`config.mk`:
```
export PLATFORM = sky130hd
export DESIGN_NAME = wilk_adc_array
export DESIGN_NICKNAME = d
export VERILOG_FILES = /design/src/rtl/wk_pkg.sv /design/src/rtl/wk_seq.sv /design/src/rtl/wk_cell.sv /design/src/rtl/wilk_adc_array.sv
export SDC_FILE = /design/constraint.sdc
export NUM_CORES = 2
export LEC_CHECK = 0
export CAP_MARGIN = 0
export CORE_MARGIN = 10
export CORE_UTILIZATION = 45
export DETAILED_ROUTE_END_ITERATION = 12
export PLACE_DENSITY = 0.7
export SYNTH_ARGS = -nofsm -noshare
export SYNTH_HDL_FRONTEND = slang
export SYNTH_SLANG_ARGS = --single-unit
```
`constraint.sdc`:
```
create_clock -name clk_i -period 4.55 [get_ports clk_i]
set_input_delay 0.91 -clock clk_i [delete_from_list [all_inputs] [get_ports clk_i]]
set_output_delay 0.91 -clock clk_i [all_outputs]
set_load 0.1 [all_outputs]
```
`src/rtl/wk_pkg.sv`:
```
package wk_pkg;
  typedef enum logic [1:0] {
    ST_IDLE = 2'd0,
    ST_CONV = 2'd1,
    ST_READ = 2'd2
  } wk_state_e;
endpackage

```
`src/rtl/wk_seq.sv`:
```
module wk_seq import wk_pkg::*; #(
  parameter int NBITS = 10
) (
  input  logic             clk_i,
  input  logic             rst_ni,
  input  logic             start_i,
  input  logic             rd_last_i,
  output logic [NBITS-1:0] count_o,
  output logic             clear_o,
  output logic             conv_o,
  output logic             last_o,
  output logic             read_o,
  output logic             ramp_rst_o,
  output logic             done_o
);
  localparam logic [NBITS-1:0] FULL = {NBITS{1'b1}};

  wk_state_e        state_q;
  logic [NBITS-1:0] count_q;
  logic             ramp_q, done_q;

  assign clear_o = start_i && (state_q == ST_IDLE);
  assign conv_o  = (state_q == ST_CONV);
  assign read_o  = (state_q == ST_READ);
  assign last_o  = conv_o && (count_q == FULL);
  assign count_o = count_q;
  assign ramp_rst_o = ramp_q;
  assign done_o  = done_q;

  always_ff @(posedge clk_i or negedge rst_ni) begin
    if (!rst_ni) begin
      state_q <= ST_IDLE;
      count_q <= '0;
      ramp_q  <= 1'b0;
      done_q  <= 1'b0;
    end else begin
      ramp_q <= 1'b0;
      done_q <= 1'b0;
      unique case (state_q)
        ST_IDLE: if (start_i) begin
          state_q <= ST_CONV;
          count_q <= '0;
          ramp_q  <= 1'b1;
        end
        ST_CONV: begin
          count_q <= count_q + 1'b1;
          if (count_q == FULL) begin
            state_q <= ST_READ;
            done_q  <= 1'b1;
          end
        end
        ST_READ: if (rd_last_i) state_q <= ST_IDLE;
        default: state_q <= ST_IDLE;
      endcase
    end
  end


  ramp_zero_chk: assert property (@(posedge clk_i) disable iff (!rst_ni)
    ramp_rst_o |-> (conv_o && count_q == '0));

  count_step_chk: assert property (@(posedge clk_i) disable iff (!rst_ni)
    (conv_o && !last_o) |=> (conv_o && count_q == $past(count_q) + 1'b1));

  done_pulse_chk: assert property (@(posedge clk_i) disable iff (!rst_ni)
    done_o |-> ($past(last_o) && read_o));

  start_busy_chk: assert property (@(posedge clk_i) disable iff (!rst_ni)
    (start_i && !(state_q == ST_IDLE)) |=> !ramp_rst_o);
endmodule

```
`src/rtl/wk_cell.sv`:
```
module wk_cell #(
  parameter int NBITS = 10
) (
  input  logic             clk_i,
  input  logic             rst_ni,
  input  logic             clear_i,
  input  logic             conv_i,
  input  logic             last_i,
  input  logic             cmp_i,
  input  logic [NBITS-1:0] count_i,
  output logic [NBITS-1:0] data_o
);
  localparam logic [NBITS-1:0] FULL = {NBITS{1'b1}};

  logic             cmp_q, got_q;
  logic [NBITS-1:0] data_q;
  logic             rise;

  assign rise   = cmp_i && !cmp_q;
  assign data_o = data_q;

  always_ff @(posedge clk_i or negedge rst_ni) begin
    if (!rst_ni) begin
      cmp_q  <= 1'b0;
      got_q  <= 1'b0;
      data_q <= '0;
    end else begin
      cmp_q <= cmp_i;
      if (clear_i) begin
        got_q <= 1'b0;
      end else if (conv_i && !got_q) begin
        if (rise) begin
          data_q <= count_i;
          got_q  <= 1'b1;
        end else if (last_i) begin
          data_q <= FULL;  // no crossing: saturate
          got_q  <= 1'b1;
        end
      end
    end
  end


  hold_first_chk: assert property (@(posedge clk_i) disable iff (!rst_ni)
    (got_q && !clear_i) |=> $stable(data_q));

  full_miss_chk: assert property (@(posedge clk_i) disable iff (!rst_ni)
    (last_i && !got_q && !rise && !clear_i) |=> (data_q == FULL));
endmodule

```
`src/rtl/wilk_adc_array.sv`:
```
module wilk_adc_array #(
  parameter int NBITS  = 10,
  parameter int NCELLS = 128,
  localparam int IDXW  = $clog2(NCELLS)
) (
  input  logic              clk_i,
  input  logic              rst_ni,
  input  logic              start_i,
  input  logic [NCELLS-1:0] cmp_i,
  output logic              ramp_rst_o,
  output logic              done_o,
  output logic              rd_valid_o,
  output logic [IDXW-1:0]   rd_idx_o,
  output logic [NBITS-1:0]  rd_data_o
);
  logic [NBITS-1:0] count;
  logic             clear, conv, last, read;
  logic [IDXW-1:0]  idx_q;
  logic             rd_last;
  logic [NBITS-1:0] cell_data [NCELLS];

  assign rd_last = read && (idx_q == IDXW'(NCELLS - 1));

  wk_seq #(.NBITS(NBITS)) u_seq (
    .clk_i      (clk_i),
    .rst_ni     (rst_ni),
    .start_i    (start_i),
    .rd_last_i  (rd_last),
    .count_o    (count),
    .clear_o    (clear),
    .conv_o     (conv),
    .last_o     (last),
    .read_o     (read),
    .ramp_rst_o (ramp_rst_o),
    .done_o     (done_o)
  );

  for (genvar g = 0; g < NCELLS; g++) begin : g_cell
    wk_cell #(.NBITS(NBITS)) u_cell (
      .clk_i   (clk_i),
      .rst_ni  (rst_ni),
      .clear_i (clear),
      .conv_i  (conv),
      .last_i  (last),
      .cmp_i   (cmp_i[g]),
      .count_i (count),
      .data_o  (cell_data[g])
    );
  end

  always_ff @(posedge clk_i or negedge rst_ni) begin
    if (!rst_ni)             idx_q <= '0;
    else if (!read)          idx_q <= '0;
    else if (!rd_last)       idx_q <= idx_q + 1'b1;
  end

  assign rd_valid_o = read;
  assign rd_idx_o   = idx_q;
  assign rd_data_o  = cell_data[idx_q];


  rd_step_chk: assert property (@(posedge clk_i) disable iff (!rst_ni)
    (rd_valid_o && !rd_last) |=> (rd_valid_o && rd_idx_o == $past(rd_idx_o) + 1'b1));

  rd_first_chk: assert property (@(posedge clk_i) disable iff (!rst_ni)
    done_o |-> (rd_valid_o && rd_idx_o == '0));
endmodule

```
# Word level (Yosys, flattened, before mapping)
# Cells that the tools add are included.
# op_classes
n_bitwise	2
addsub	2
muxes	529
reduce_logical	1159
magnitude_cmp	1
n_eq_ne	8
# ops
op	n
10-bit two-way mux	132
2-bit nonzero test	257
1-bit two-way mux	389
3-bit AND reduction	129
3-bit nonzero test	128
1-bit logical AND	259
2-bit AND reduction	129
1-bit logical NOT	256
10-bit binary-select mux with 7-bit select	1
10-bit case mux with 2 select lines	1
7-bit two-way mux	2
10-bit by 1-bit adder with 10-bit output (second input constant)	1
10-bit == test (second input constant)	1
8-bit greater-or-equal comparator (second input constant)	1
7-bit NOT with 8-bit output	1
7-bit by 1-bit adder with 7-bit output (second input constant)	1
7-bit == test (second input constant)	1
2-bit two-way mux	3
2-bit inequality test (second input constant)	3
2-bit case mux with 3 select lines	1
2-bit by 1-bit == test with 1-bit output (second input constant)	1
2-bit == test (second input constant)	1
2-bit logical NOT	1
2-bit by 1-bit inequality test with 1-bit output (second input constant)	1
1-bit NOT	1
# totals
inputBits	131
out_inout_bits	20
reg_bits	1557

# Logic depth before layout (Yosys ltp)
# logic_depth
ltp_word	6
ltp_mapped	10

# By module
# A second synthesis with hierarchy kept.
# hier_totals
hier_cells	4728
hier_area_um2	70984.3
# modules_own_cells
module	area_per_inst_um2	cells_per_inst	n_inst
wk_cell	464.2	29	128
wilk_adc_array	10875.4	947	1
wk_seq	691.9	69	1

# Worst setup path before layout
# Ideal clock, no wire load.
# synth_path
path_type	register -> output
startpoint	register idx_q[0] (netlist: rd_idx_o[0])
endpoint	output rd_data_o[7]
arrival_ns	3.987
path_slack_ns	-0.347
path_stages_with_launch	10
n_path_buf	4
cell_sequence	dfrtp_1 -> buf_6 -> buf_6 -> buf_6 -> buf_4 -> nand3b_1 -> o221ai_1 -> a221oi_1 -> a211o_1 -> a32oi_1
# synth_via
elab_chain_cells	4
# synth_lines
item	line_no	source
from (decl)	wilk_adc_array.sv:18	logic [IDXW-1:0] idx_q;
from (signal assigned)	wilk_adc_array.sv:54	else if (!rd_last) idx_q <= idx_q + 1'b1;
7-bit NOT with 8-bit output (not written as such)	wilk_adc_array.sv:59	assign rd_data_o = cell_data[idx_q];
10-bit binary-select mux with 7-bit select	wilk_adc_array.sv:59	
10-bit two-way mux (not written as such) (2 in series)	wilk_adc_array.sv:59	
to (decl)	wilk_adc_array.sv:14	output logic [NBITS-1:0] rd_data_o
# Every way passes these cells. The select of a mux whose other input is x is not followed.

# Final worst setup path
# layout_path
startpoint	register idx_q[0] (netlist: rd_idx_o[0])
endpoint	output rd_data_o[1]
# The elaborated chain is that of the path after synthesis.

==> results.toml <==
[global_routing]
grt_use_total = 0.246
grt_pass1_wl_um = 309000
antenna_found_initial = 2
grt_max_degree = 121
grt_pass1_vias = 46600
grt.overflow.total = 0

[critical_path]
crit_path_max_fanout = 6
r2r_cells = 6
critPathTopFamily = "compound AO/OA/AOI/OAI gates"
worstSetupEndpoint = "rd_data_o[1]"
crit_arrival_ns = 3.76
end_kind = "output pin"
critPathBufInv = 5
slowest_stage = "a22oi_2"
cp-startpoint = "rd_idx_o[0]$_DFFE_PN0P_"
cp.depth = 10
worstPathCellList = "buf_12 > buf_12 > buf_12 > buf_6 > mux4_2 > mux2i_1 > o211ai_1 > nand3_2 > a22oi_2 > buf_12"
timing.rr.start = "u_seq.count_o[7]$_DFFE_PN0P_"
r2r_setup_slack_ns = 1.47
timing.critical_path.mode_cell = "buf_12"
cp.required_ns = 3.64
slowest_delay_ns = 0.54
critPathKind = "reg -> out"
r2r_end = "g_cell[38].u_cell.data_o[9]$_DFFE_PN0P_"
startpoint_type = "flop"

[cells_and_area]
drive_gt1_frac = 0.197
nFillCells = 11900
fin_nets = 4970
area_growth_pct = 16.5
antenna_cells = 0
postLayoutCellArea_um2 = 77400

[clock_network]
root_buffer = "clkbuf_16"
clock_latency_ns = 0.80
cts_buffers = 162
cts.sinks = 1557
clkTransAtPathRegs_ns = 0.06
ctsHtreeMaxLevel = 4
cts_hold_buf = 0
clock_path_buffers = 3
tritoncts = "done"

[synth]
synth.net_count = 4912
synthFlopType = "dfrtp_1"
synthArstFlopShare = 1.00
netlist_top_cells_area = "dfrtp_1 59%, o22a_1 17%, mux4_2 8.1%"
yosysSeqAreaShare = 0.587
syn_area_um2 = 66400
yosysMostFrequentCell = "dfrtp_1"
synth_common_cells = "1557 x dfrtp_1, 1283 x o22a_1, 365 x clkbuf_1"
ys_warn_count = 0
synth_edf_count = 0
synth.avg_cell_area_um2 = 13.9
synth_top_area_frac = 0.587
synth_area_leader_cell = "dfrtp_1"
ys_ff_latch = 1557
synth.distinct_cells = 55
postSynthCellCount = 4779

[drt]
drtPass1Iterations = 6
via_count = 46200
wl_per_cell_um = 29.7
drt_iter0_drc = 5649
drt-total-wl_um = 204000
drc_errors = 0
drtAntennaViolNets = 0
post_drt_via_cell_ratio = 6.72

[timing]
fin_skew_ns = 0.0283
max_slew_margin = 0.207
hold_violations = 0
drv_slew = 0
clock.fmax_mhz = 214
timing.final.ws_setup_ns = -0.116
finalSetupViolCount = 7
rsz0062_at_grt = "yes"
fin_crit_sh = 1.03
fin_crit_ns = 4.67
worst_pin_slew_ns = 1.19

[power_and_ir_drop]
ir_drop_uv = 246
p_per_area_nw_per_um2 = 389
p_total_mw = 30.1
p_leak_nw = 29.6

[floorplanning]
die_area_um2 = 163000
num_io_pins = 151
core_area_um2 = 146000
start_util = 0.455
rows = 140
die_y_um = 404
die_w_um = 404

[place]
place.gp.congestion = 0.942
io_buffer_count = 150
hpwl_um = 129000
post_dp_cell_area_um2 = 70500

[status]
status = "finished, violations left"
violations = "negative setup slack"

[flow_run]
max-cap-violations = 0

[worst_hold_path]
min_path_type = "in -> async"
-- area by class of cell --
cell class,instances,area [um^2],area share
flip-flops and latches,1557,39000,0.504
multi-input cells,2631,25500,0.330
well taps,1917,2400,0.0310
inverters,6,26.3,0.000339
clock inverters,44,597,0.00771
repair buffers,479,4930,0.0637
clock buffers,242,4880,0.0631
-- worst min-delay path by stage --
| stage | startpoint | cells after the start | endpoint | slack [ns] |
|---|---|---|---|---|
| floorplan | g_cell[0].u_cell.got_q$_DFFE_PN0P_ | 1 | g_cell[0].u_cell.got_q$_DFFE_PN0P_ | 0.47 |
| global placement | g_cell[57].u_cell.got_q$_DFFE_PN0P_ | 1 | g_cell[57].u_cell.got_q$_DFFE_PN0P_ | 0.48 |
| detailed placement | g_cell[67].u_cell.got_q$_DFFE_PN0P_ | 1 | g_cell[67].u_cell.got_q$_DFFE_PN0P_ | 0.48 |
| CTS | rst_ni | 1 | g_cell[4].u_cell.cmp_q$_DFF_PN0_ | 0.09 |
| global route | rst_ni | 1 | g_cell[24].u_cell.data_o[1]$_DFFE_PN0P_ | 0.13 |
| finish | rst_ni | 1 | g_cell[24].u_cell.data_o[1]$_DFFE_PN0P_ | 0.09 |
-- stage by stage --
| stage | hold WS (ns) | TNS, ns | cells | setup slack (ns) | util |
|---|---|---|---|---|---|
| floorplan | 0.467 | 0 | 4779 | 0.234 | - |
| global placement | 0.475 | -0.303 | 6539 | -0.235 | 0.482 |
| detailed placement | 0.484 | -0.275 | 6539 | -0.203 | 0.482 |
| CTS | 0.0914 | -0.0670 | 6862 | -0.0289 | 0.527 |
| global route | 0.134 | -0.477 | 6876 | -0.0859 | 0.530 |
| finish | 0.0885 | -0.309 | 6876 | -0.116 | 0.530 |
-- report_power, final --
part	total, mW	switching [mW]	internal (mW)
Sequential	14.8	0.332	14.5
Clock	13.6	5.59	8.04
Combinational	1.63	0.772	0.861
-- registers in the layout, indices dropped and copies added (netlist names) --
register              flops
g_cell.u_cell.cmp_q     128
g_cell.u_cell.data_o   1280
g_cell.u_cell.got_q     128
rd_idx_o                  7
u_seq.count_o            10
u_seq.done_o              1
u_seq.ramp_rst_o          1
u_seq.state_q             2
-- per-layer routing --
layer,vias up,part of all wire,GRT usage
li1,18800,-,-
met2,2192,0.44,0.356
met3,410,0.098,0.0683
met5,-,0.00065,0.00526
met1,24700,0.42,0.351
met4,4,0.040,0.0928
-- cells in the final DEF (no fill, tap or decap), types with 7 or more instances in the layout --
cell type and n:
a22oi_2 18, a21oi_1 36, a211oi_2 15, mux2i_2 15, clkdlybuf4s50_1 131, clkbuf_16 173, o22ai_1 7, nand2b_1 130
a22oi_1 40, clkbuf_8 38, a211oi_1 133, bufinv_16 11, mux4_2 240, buf_6 10, mux2i_1 162, buf_4 270
a21o_1 133, dfrtp_4 14, a22o_1 21, buf_12 45, a31oi_1 10, o221ai_1 31, dfrtp_1 1543, clkbuf_1 35
nand2_1 42, o22a_1 1283, nor2_1 11, clkinv_2 21, mux2_2 14, buf_16 10, or3_1 128, o21ai_0 18
nand3_1 13, nor2b_1 7
-- what timing repair did --
action,4_1_cts,5_1_grt
pin swaps,28,22
setup buffers,34,11
resized for setup,119,44
cloned,5,4
endpoints found under the setup margin,10,10
endpoints found under the hold margin,0,0
-- logic make-up after synthesis --
group	share of synthesized area
AOI/OAI and AO/OA	0.228
xor gates and xnor gates	0.000396
adders and majority gates	0.000377
buffers and inverters	0.0393
DFF	0.587
muxes	0.111
and+or+nand+nor	0.0333
Power figures use the tool's default switching activity.
